`src/rtl/lcc_pkg.sv`:
```
package lcc_pkg;

   typedef enum logic [2:0] {
      MODE_IDLE0     = 3'd0,
      MODE_FWD_ACT   = 3'd1,
      MODE_OTHER2    = 3'd2,
      MODE_TIP_OPEN  = 3'd3,
      MODE_OTHER4    = 3'd4,
      MODE_REV_ACT   = 3'd5,
      MODE_OTHER6    = 3'd6,
      MODE_RING_OPEN = 3'd7
   } line_mode_e;

   localparam int unsigned MODE_W = 3;

   function automatic logic is_open_mode(input logic [MODE_W-1:0] m);
      return (m == MODE_TIP_OPEN) || (m == MODE_RING_OPEN);
   endfunction

   function automatic logic drops_q1(input logic [MODE_W-1:0] m);
      return (m == MODE_FWD_ACT) || (m == MODE_TIP_OPEN);
   endfunction

   function automatic logic drops_q2(input logic [MODE_W-1:0] m);
      return (m == MODE_REV_ACT) || (m == MODE_RING_OPEN);
   endfunction

endpackage

```
`src/rtl/lcc_cm_cmp.sv`:
```
module lcc_cm_cmp #(
   parameter int unsigned CMW = 16
) (
   input  logic [CMW-1:0] meas,
   input  logic [CMW-1:0] limit,
   output logic           above
);

   if (CMW < 1) begin : g_bad_cmw
      $error("lcc_cm_cmp: CMW must be at least 1");
   end

   always_comb begin
      above = (meas > limit);
   end

endmodule

```
`src/rtl/lcc_branch_gate.sv`:
```
module lcc_branch_gate
   import lcc_pkg::*;
#(
   parameter int unsigned IW = 16
) (
   input  logic [IW-1:0]     q1_in,
   input  logic [IW-1:0]     q2_in,
   input  logic [MODE_W-1:0] mode,
   input  logic              cm_over,
   output logic [IW-1:0]     q1_out,
   output logic [IW-1:0]     q2_out
);

   if (IW < 2) begin : g_bad_iw
      $error("lcc_branch_gate: IW must be at least 2");
   end

   logic kill_q1;
   logic kill_q2;

   always_comb begin
      kill_q1 = cm_over && drops_q1(mode);
      kill_q2 = cm_over && drops_q2(mode);
      q1_out  = kill_q1 ? '0 : q1_in;
      q2_out  = kill_q2 ? '0 : q2_in;
   end

endmodule

```
`src/rtl/lcc_combine.sv`:
```
module lcc_combine
   import lcc_pkg::*;
#(
   parameter int unsigned IW     = 16,
   parameter int unsigned OW     = 16,
   parameter bit          SAT_EN = 1'b1
) (
   input  logic [IW-1:0]     q1,
   input  logic [IW-1:0]     q2,
   input  logic [IW-1:0]     q5,
   input  logic [IW-1:0]     q6,
   input  logic [MODE_W-1:0] mode,
   output logic [OW-1:0]     result
);

   localparam int unsigned SW = IW + 2;

   if (OW < 2 || OW > SW) begin : g_bad_ow
      $error("lcc_combine: OW must lie in 2..IW+2");
   end

   localparam logic signed [SW-1:0] MAXV = {{(SW-OW+1){1'b0}}, {(OW-1){1'b1}}};
   localparam logic signed [SW-1:0] MINV = {{(SW-OW+1){1'b1}}, {(OW-1){1'b0}}};

   logic signed [SW-1:0] x1, x2, x5, x6;
   logic signed [SW-1:0] pos_sum, neg_sum, diff, halved, chosen;

   always_comb begin
      x1      = {{2{q1[IW-1]}}, q1};
      x2      = {{2{q2[IW-1]}}, q2};
      x5      = {{2{q5[IW-1]}}, q5};
      x6      = {{2{q6[IW-1]}}, q6};
      pos_sum = x1 + x6;
      neg_sum = x5 + x2;
      diff    = pos_sum - neg_sum;
      halved  = diff >>> 1;
      chosen  = is_open_mode(mode) ? diff : halved;
   end

   if (SAT_EN) begin : g_sat
      always_comb begin
         if (chosen > MAXV) begin
            result = MAXV[OW-1:0];
         end else if (chosen < MINV) begin
            result = MINV[OW-1:0];
         end else begin
            result = chosen[OW-1:0];
         end
      end
   end else begin : g_wrap
      always_comb begin
         result = chosen[OW-1:0];
      end
   end

endmodule

```
`src/rtl/lcc_top.sv`:
```
module lcc_top
   import lcc_pkg::*;
#(
   parameter int unsigned IW     = 16,
   parameter int unsigned OW     = 16,
   parameter int unsigned CMW    = 16,
   parameter bit          SAT_EN = 1'b1
) (
   input  logic              clk,
   input  logic              rst_n,
   input  logic              sense_vld,
   input  logic [IW-1:0]     br_q1,
   input  logic [IW-1:0]     br_q2,
   input  logic [IW-1:0]     br_q5,
   input  logic [IW-1:0]     br_q6,
   input  logic [MODE_W-1:0] line_mode,
   input  logic [CMW-1:0]    cm_meas,
   input  logic [CMW-1:0]    cm_thresh,
   output logic              ilp_vld,
   output logic [OW-1:0]     ilp_value,
   output logic              cm_high
);

   if (IW < 2) begin : g_bad_iw
      $error("lcc_top: IW must be at least 2");
   end
   if (OW > IW + 2) begin : g_bad_ow
      $error("lcc_top: OW may not exceed IW+2");
   end

   logic          cm_now;
   logic [IW-1:0] q1_g;
   logic [IW-1:0] q2_g;
   logic [OW-1:0] ilp_next;

   lcc_cm_cmp #(.CMW(CMW)) u_cmp (
      .meas  (cm_meas),
      .limit (cm_thresh),
      .above (cm_now)
   );

   lcc_branch_gate #(.IW(IW)) u_gate (
      .q1_in   (br_q1),
      .q2_in   (br_q2),
      .mode    (line_mode),
      .cm_over (cm_now),
      .q1_out  (q1_g),
      .q2_out  (q2_g)
   );

   lcc_combine #(.IW(IW), .OW(OW), .SAT_EN(SAT_EN)) u_comb (
      .q1     (q1_g),
      .q2     (q2_g),
      .q5     (br_q5),
      .q6     (br_q6),
      .mode   (line_mode),
      .result (ilp_next)
   );

   always_ff @(posedge clk or negedge rst_n) begin
      if (!rst_n) begin
         ilp_vld   <= 1'b0;
         ilp_value <= '0;
         cm_high   <= 1'b0;
      end else begin
         ilp_vld <= sense_vld;
         cm_high <= cm_now;
         if (sense_vld) begin
            ilp_value <= ilp_next;
         end
      end
   end

endmodule

```
`config.mk`:
```
export PLATFORM = sky130hd
export DESIGN_NAME = lcc_top
export DESIGN_NICKNAME = d
export VERILOG_FILES = /design/src/rtl/lcc_pkg.sv /design/src/rtl/lcc_cm_cmp.sv /design/src/rtl/lcc_branch_gate.sv /design/src/rtl/lcc_combine.sv /design/src/rtl/lcc_top.sv
export SDC_FILE = /design/constraint.sdc
export NUM_CORES = 1
export LEC_CHECK = 0
export BUFFER_PORTS_ARGS = -buffer_cell sky130_fd_sc_hd__buf_2
export CORE_ASPECT_RATIO = 0.8
export CORE_MARGIN = 2
export CORE_UTILIZATION = 45
export DETAILED_ROUTE_END_ITERATION = 8
export PLACE_DENSITY = 0.79
export REMOVE_ABC_BUFFERS = 1
export SYNTH_ARGS = -nofsm -noshare
export SYNTH_HDL_FRONTEND = slang
export SYNTH_SLANG_ARGS = --single-unit
export TNS_END_PERCENT = 20
```
`constraint.sdc`:
```
create_clock -name clk -period 1.15 [get_ports clk]
set_clock_uncertainty 0.2 [all_clocks]
set_input_delay 0.23 -clock clk [delete_from_list [all_inputs] [get_ports clk]]
set_output_delay 0.23 -clock clk [all_outputs]
set_load 0.1 [all_outputs]
```
# After elaboration in Yosys (flattened, before gate mapping)
# Cells that the tools add are included.
# totals
reg_bits	18
elab_cells	23
# classes
n_addsub	3
n_lt_le_gt_ge	3
eq_ne	4
mux	5
n_reduce_logical	5
# op_table
op	count
2-to-1 mux 16 bit	4
adder 16 x 16 -> 17 bit	2
greater-than comparator 18 x 16 -> 1 bit, second input constant	1
less-than comparator 18 x 16 -> 1 bit, second input constant	1
subtractor 17 x 17 -> 18 bit	1
2-to-1 mux 17 bit	1
greater-than comparator 16 bit	1
== test 3 bit, second input constant	2
== test 3 x 1 -> 1 bit, second input constant	1
== test 3 x 2 -> 1 bit, second input constant	1
logical OR 1 bit	3
logical AND 1 bit	2

# Logic depth before layout (Yosys ltp)
# logic_depth
word_depth	10
mapped_depth	27
ltp_nobuf	25

# By module
# From an unflattened synthesis, not the netlist that was laid out.
# unflattened
hier_cells	446
hier_area_um2	3778.6
# by_module_without_submodules
mod	instances	cells_per_inst	area_each_um2	seq_area_each_um2
lcc_combine	1	318	2387.3	0.0
lcc_top	1	36	699.4	450.4
lcc_cm_cmp	1	56	406.6	0.0
lcc_branch_gate	1	36	285.3	0.0

# Least setup slack after synthesis
# No wires, ideal clock.
# synth_timing
path_kind	in2reg
startpoint	input cm_thresh[9]
endpoint	register ilp_value[9]
arrival_ns	5.097
required_ns	0.863
path_slack_ns	-4.234
cell_stages	27
cell_sequence	inv_1 -> ha_1 -> a21o_1 -> a21o_1 -> a21oi_1 -> nor2_1 -> a2111oi_0 -> a21oi_1 -> nand3_1 -> clkbuf_1 -> nand2_1 -> fa_1 -> inv_1 -> fa_1 -> inv_1 -> ha_1 -> inv_1 -> fa_1 -> nor2b_1 -> o31a_2 -> o21a_1 -> nor3_2 -> o21ai_1 -> xnor2_1 -> o31a_4 -> buf_12 -> o221ai_2
# synth_via
elab_chain_cells	9
# synth_rtl
element	line_no	rtl
start: declaration	lcc_top.sv:18	input logic [CMW-1:0] cm_thresh,
greater-than comparator 16 bit *	lcc_cm_cmp.sv:14	above = (meas > limit);
via cm_now	lcc_top.sv:31	logic cm_now;
logical AND 1 bit, on equally long branches	lcc_branch_gate.sv:22, lcc_branch_gate.sv:23	
2-to-1 mux 16 bit, on equally long branches	lcc_branch_gate.sv:24, lcc_branch_gate.sv:25	
adder 16 x 16 -> 17 bit, on equally long branches	lcc_combine.sv:33, lcc_combine.sv:34	
subtractor 17 x 17 -> 18 bit *	lcc_combine.sv:35	diff = pos_sum - neg_sum;
2-to-1 mux 17 bit	lcc_combine.sv:37	chosen = is_open_mode(mode) ? diff : halved;
less-than comparator 18 x 16 -> 1 bit	lcc_combine.sv:44	end else if (chosen < MINV) begin
2-to-1 mux 16 bit	lcc_combine.sv:44	
2-to-1 mux 16 bit *	lcc_combine.sv:42	if (chosen > MAXV) begin
end signal: assignment	lcc_top.sv:69	ilp_value <= ilp_next;
end: declaration	lcc_top.sv:20	output logic [OW-1:0] ilp_value,
# The timed path passes the listed nets; every way through them passes the cells marked *.
# A chain may end at the register's enable or synchronous reset.

# Final worst setup path
# layout_timing
startpoint	input cm_thresh[10]
endpoint	register ilp_value[0]
# The elaborated chain is that of the path after synthesis.

==> run metrics <==
status complete, but fails checks; failing checks setup timing; critical path fanouts, max 6; clk buf depth 2; CTS H-tree depth 1; Netlist Area Pre-Place 3340 sq um; vias in the first global route 3721; Leak 2.80 nW; Row Count 28; pwr dens 2500 nW/um^2; CP max-delay cell fa_1; Crit. End Element flop; initial core utilization 45.9%; clock buffer count from CTS 3; input/output buffers 119; Place WS -4.53 ns; Worst EP arrival 5.25 ns; post-route ant nets 0; Sink Count 18; Setup violations, final 35; multi-input logic area 2840 sq um; setup TNS -68.50 ns; dpl hpwl 7400 microns; crit-path cells buf_2 > inv_2 > ha_4 > nand4_1 > nor2_1 > nand4_1 > o21bai_4 > a21oi_4 > buf_12 > nand3_4 > and2_1 > fa_1 > fa_1 > inv_1 > ha_1 > a21oi_2 > nand2_1 > o21a_1 > nor3_4 > o21ai_2 > xnor2_2 > o31a_4 > buf_12 > o221ai_4; placed inst area 4700 sq um; Final Cycle Share 459%; Nets 738; Hold Crit Class in -> reg; largest net degree at the start of global routing 19; maximum VDD drop 1690 uV; Max Fclk 189 MHz; commonest non-fill, non-tap cell in the layout buf_2; post-layout minimum cycle time 5.28 ns; Top Family by Delay on Critical Path adder cells; ant diodes 0; Die Wd 100 microns; global-route wire length before repair 16600 microns; register area share after synthesis 13.5%; Core Area 7290 sq um; initial drt markers 226; Post-Route Utilization 74.5%; Vias/cell 5.43; post-synthesis register bit count 18; Final Hold Vio Count 0; CTS root buf clkbuf_8; Routed WL 11100 microns; unrepaired setup endpoints after global routing true; Post-synth EDFFs 0; register area 450 sq um; clock slew at reported path FFs 0.07 ns; worst path bufs/invs 5; most frequent cells in the layout 97 x buf_2, 74 x inv_1, 66 x buf_4; Critical Path Stages 24; Slew @ Worst Pin 0.396 ns; Hold Path Depth 2; Cell variety after synth 55; Vias 3575; GRT Total Usage 25.6%; design area 5430 sq um; Post-synth top flop dfrtp_1; Fill cells 494; router iterations before antenna repair 5; Slew Viols, Final 0; Worst-Skew Late Latency 0.25 ns; io pins 120; GPL Wtd Cong 0.878; P&R area growth vs syn 62.5%; Die H 81.1 microns; YS warnings 0; DRC violations left 0; wire length per cell 16.9 microns; Mapped Cells 374; worst setup slack after layout -4.13 ns; Syn Area/Cell 8.94 sq um; R2R cell count 2; Max stage delay on crit path 0.55 ns; Crit Path Category in -> reg; Die ar. 8140 sq um; initial antenna violation count 0; Post-synth ARST share 100%; CP startpoint kind primary input; Total Power 13.6 mW; relative slew slack 73.6%; grt total ovfl 0; layout cells sized above 1 49.1%; WP data required 1.12 ns; MaxCap Viol Count 0; CTS tree built
## where the power goes
group | internal, mW | leakage [nW] | switching [mW]
sequential | 0.959 | 0.215 | 0.341
clock | 0.304 | 0.0288 | 0.215
combinational | 5.41 | 2.55 | 6.34
## logic make-up after synthesis
kind of cell | synth area share (%)
buf+inv | 12.7
compound gates | 20.9
simple gates | 12.2
fa+ha+maj | 32.5
flops | 13.5
xor+xnor | 4.19
mux | 3.93
## metal layers
layer  track usage (%)  part of all wire (%)  wire length [microns]  vias up
li1                  -                     -                      -     1652
met3              2.93                   5.9                    651       43
met1              29.1                    38                   4270     1696
met5                 0                     0                      0        -
met2              49.5                    52                   5750      184
met4              9.04                   3.8                    427        0
## sequential cells by signal (all words and copies together), names as in the netlist
name	flops
ilp_vld	1
ilp_value	16
cm_high	1
## through the flow
stage / cells / hold slack, ns
finish: 658 / 0.182
global route: 658 / 0.175
CTS: 654 / 0.156
detailed placement: 633 / -0.0207
global placement: 633 / -0.0312
floorplan: 361 / -0.266
## cell type report
class                           count  share of cell area [%]
Sequential cell                    18                    8.29
Timing Repair Buffer              202                    30.5
Tap cell                           90                    2.07
Clock buffer                        4                    1.01
Multi-Input combinational cell    262                    52.3
Inverter                           82                    5.81
## final timing paths
check	slack (ns)	from	to
setup reg to reg	0.18	ilp_value[12]	ilp_value[12]
hold / removal	0.18	sense_vld	ilp_vld
setup / recovery	-4.13	cm_thresh[10]	ilp_value[0]
max in group asynchronous	0.24	rst_n	ilp_value[10]
min in group asynchronous	0.23	rst_n	ilp_value[0]
hold reg to reg	0.35	ilp_value[15]	ilp_value[15]
## synthesized netlist by cell type (3+ instances only)
library cell	n	area (sq um)
inv_1	82	308
o21ai_0	4	20.0
mux2i_1	12	120
a21o_1	7	52.6
xor2_1	6	52.6
fa_1	33	661
dfrtp_1	18	450
nand3_1	4	20.0
nor2b_1	3	18.8
a21oi_1	22	110
and2_1	18	113
buf_6	3	33.8
nor3_1	5	25.0
nor2_1	12	45.0
xnor2_1	10	87.6
ha_1	34	425
o221ai_1	5	43.8
nand4_1	6	37.5
nand2_1	27	101
a211oi_1	3	22.5
o221ai_2	10	150
o21a_1	8	60.1
## repair_timing
item                                    in CTS  in global routing
hold endpoints to repair                    18                  0
gates resized for setup                     54                 29
hold buffers                                 1                  0
cloned                                       3                  1
buffers inserted                            13                  3
pin swaps                                   32                 12
endpoints found under the setup margin      35                 35
Note: power is estimated with default switching activity, not from simulation.
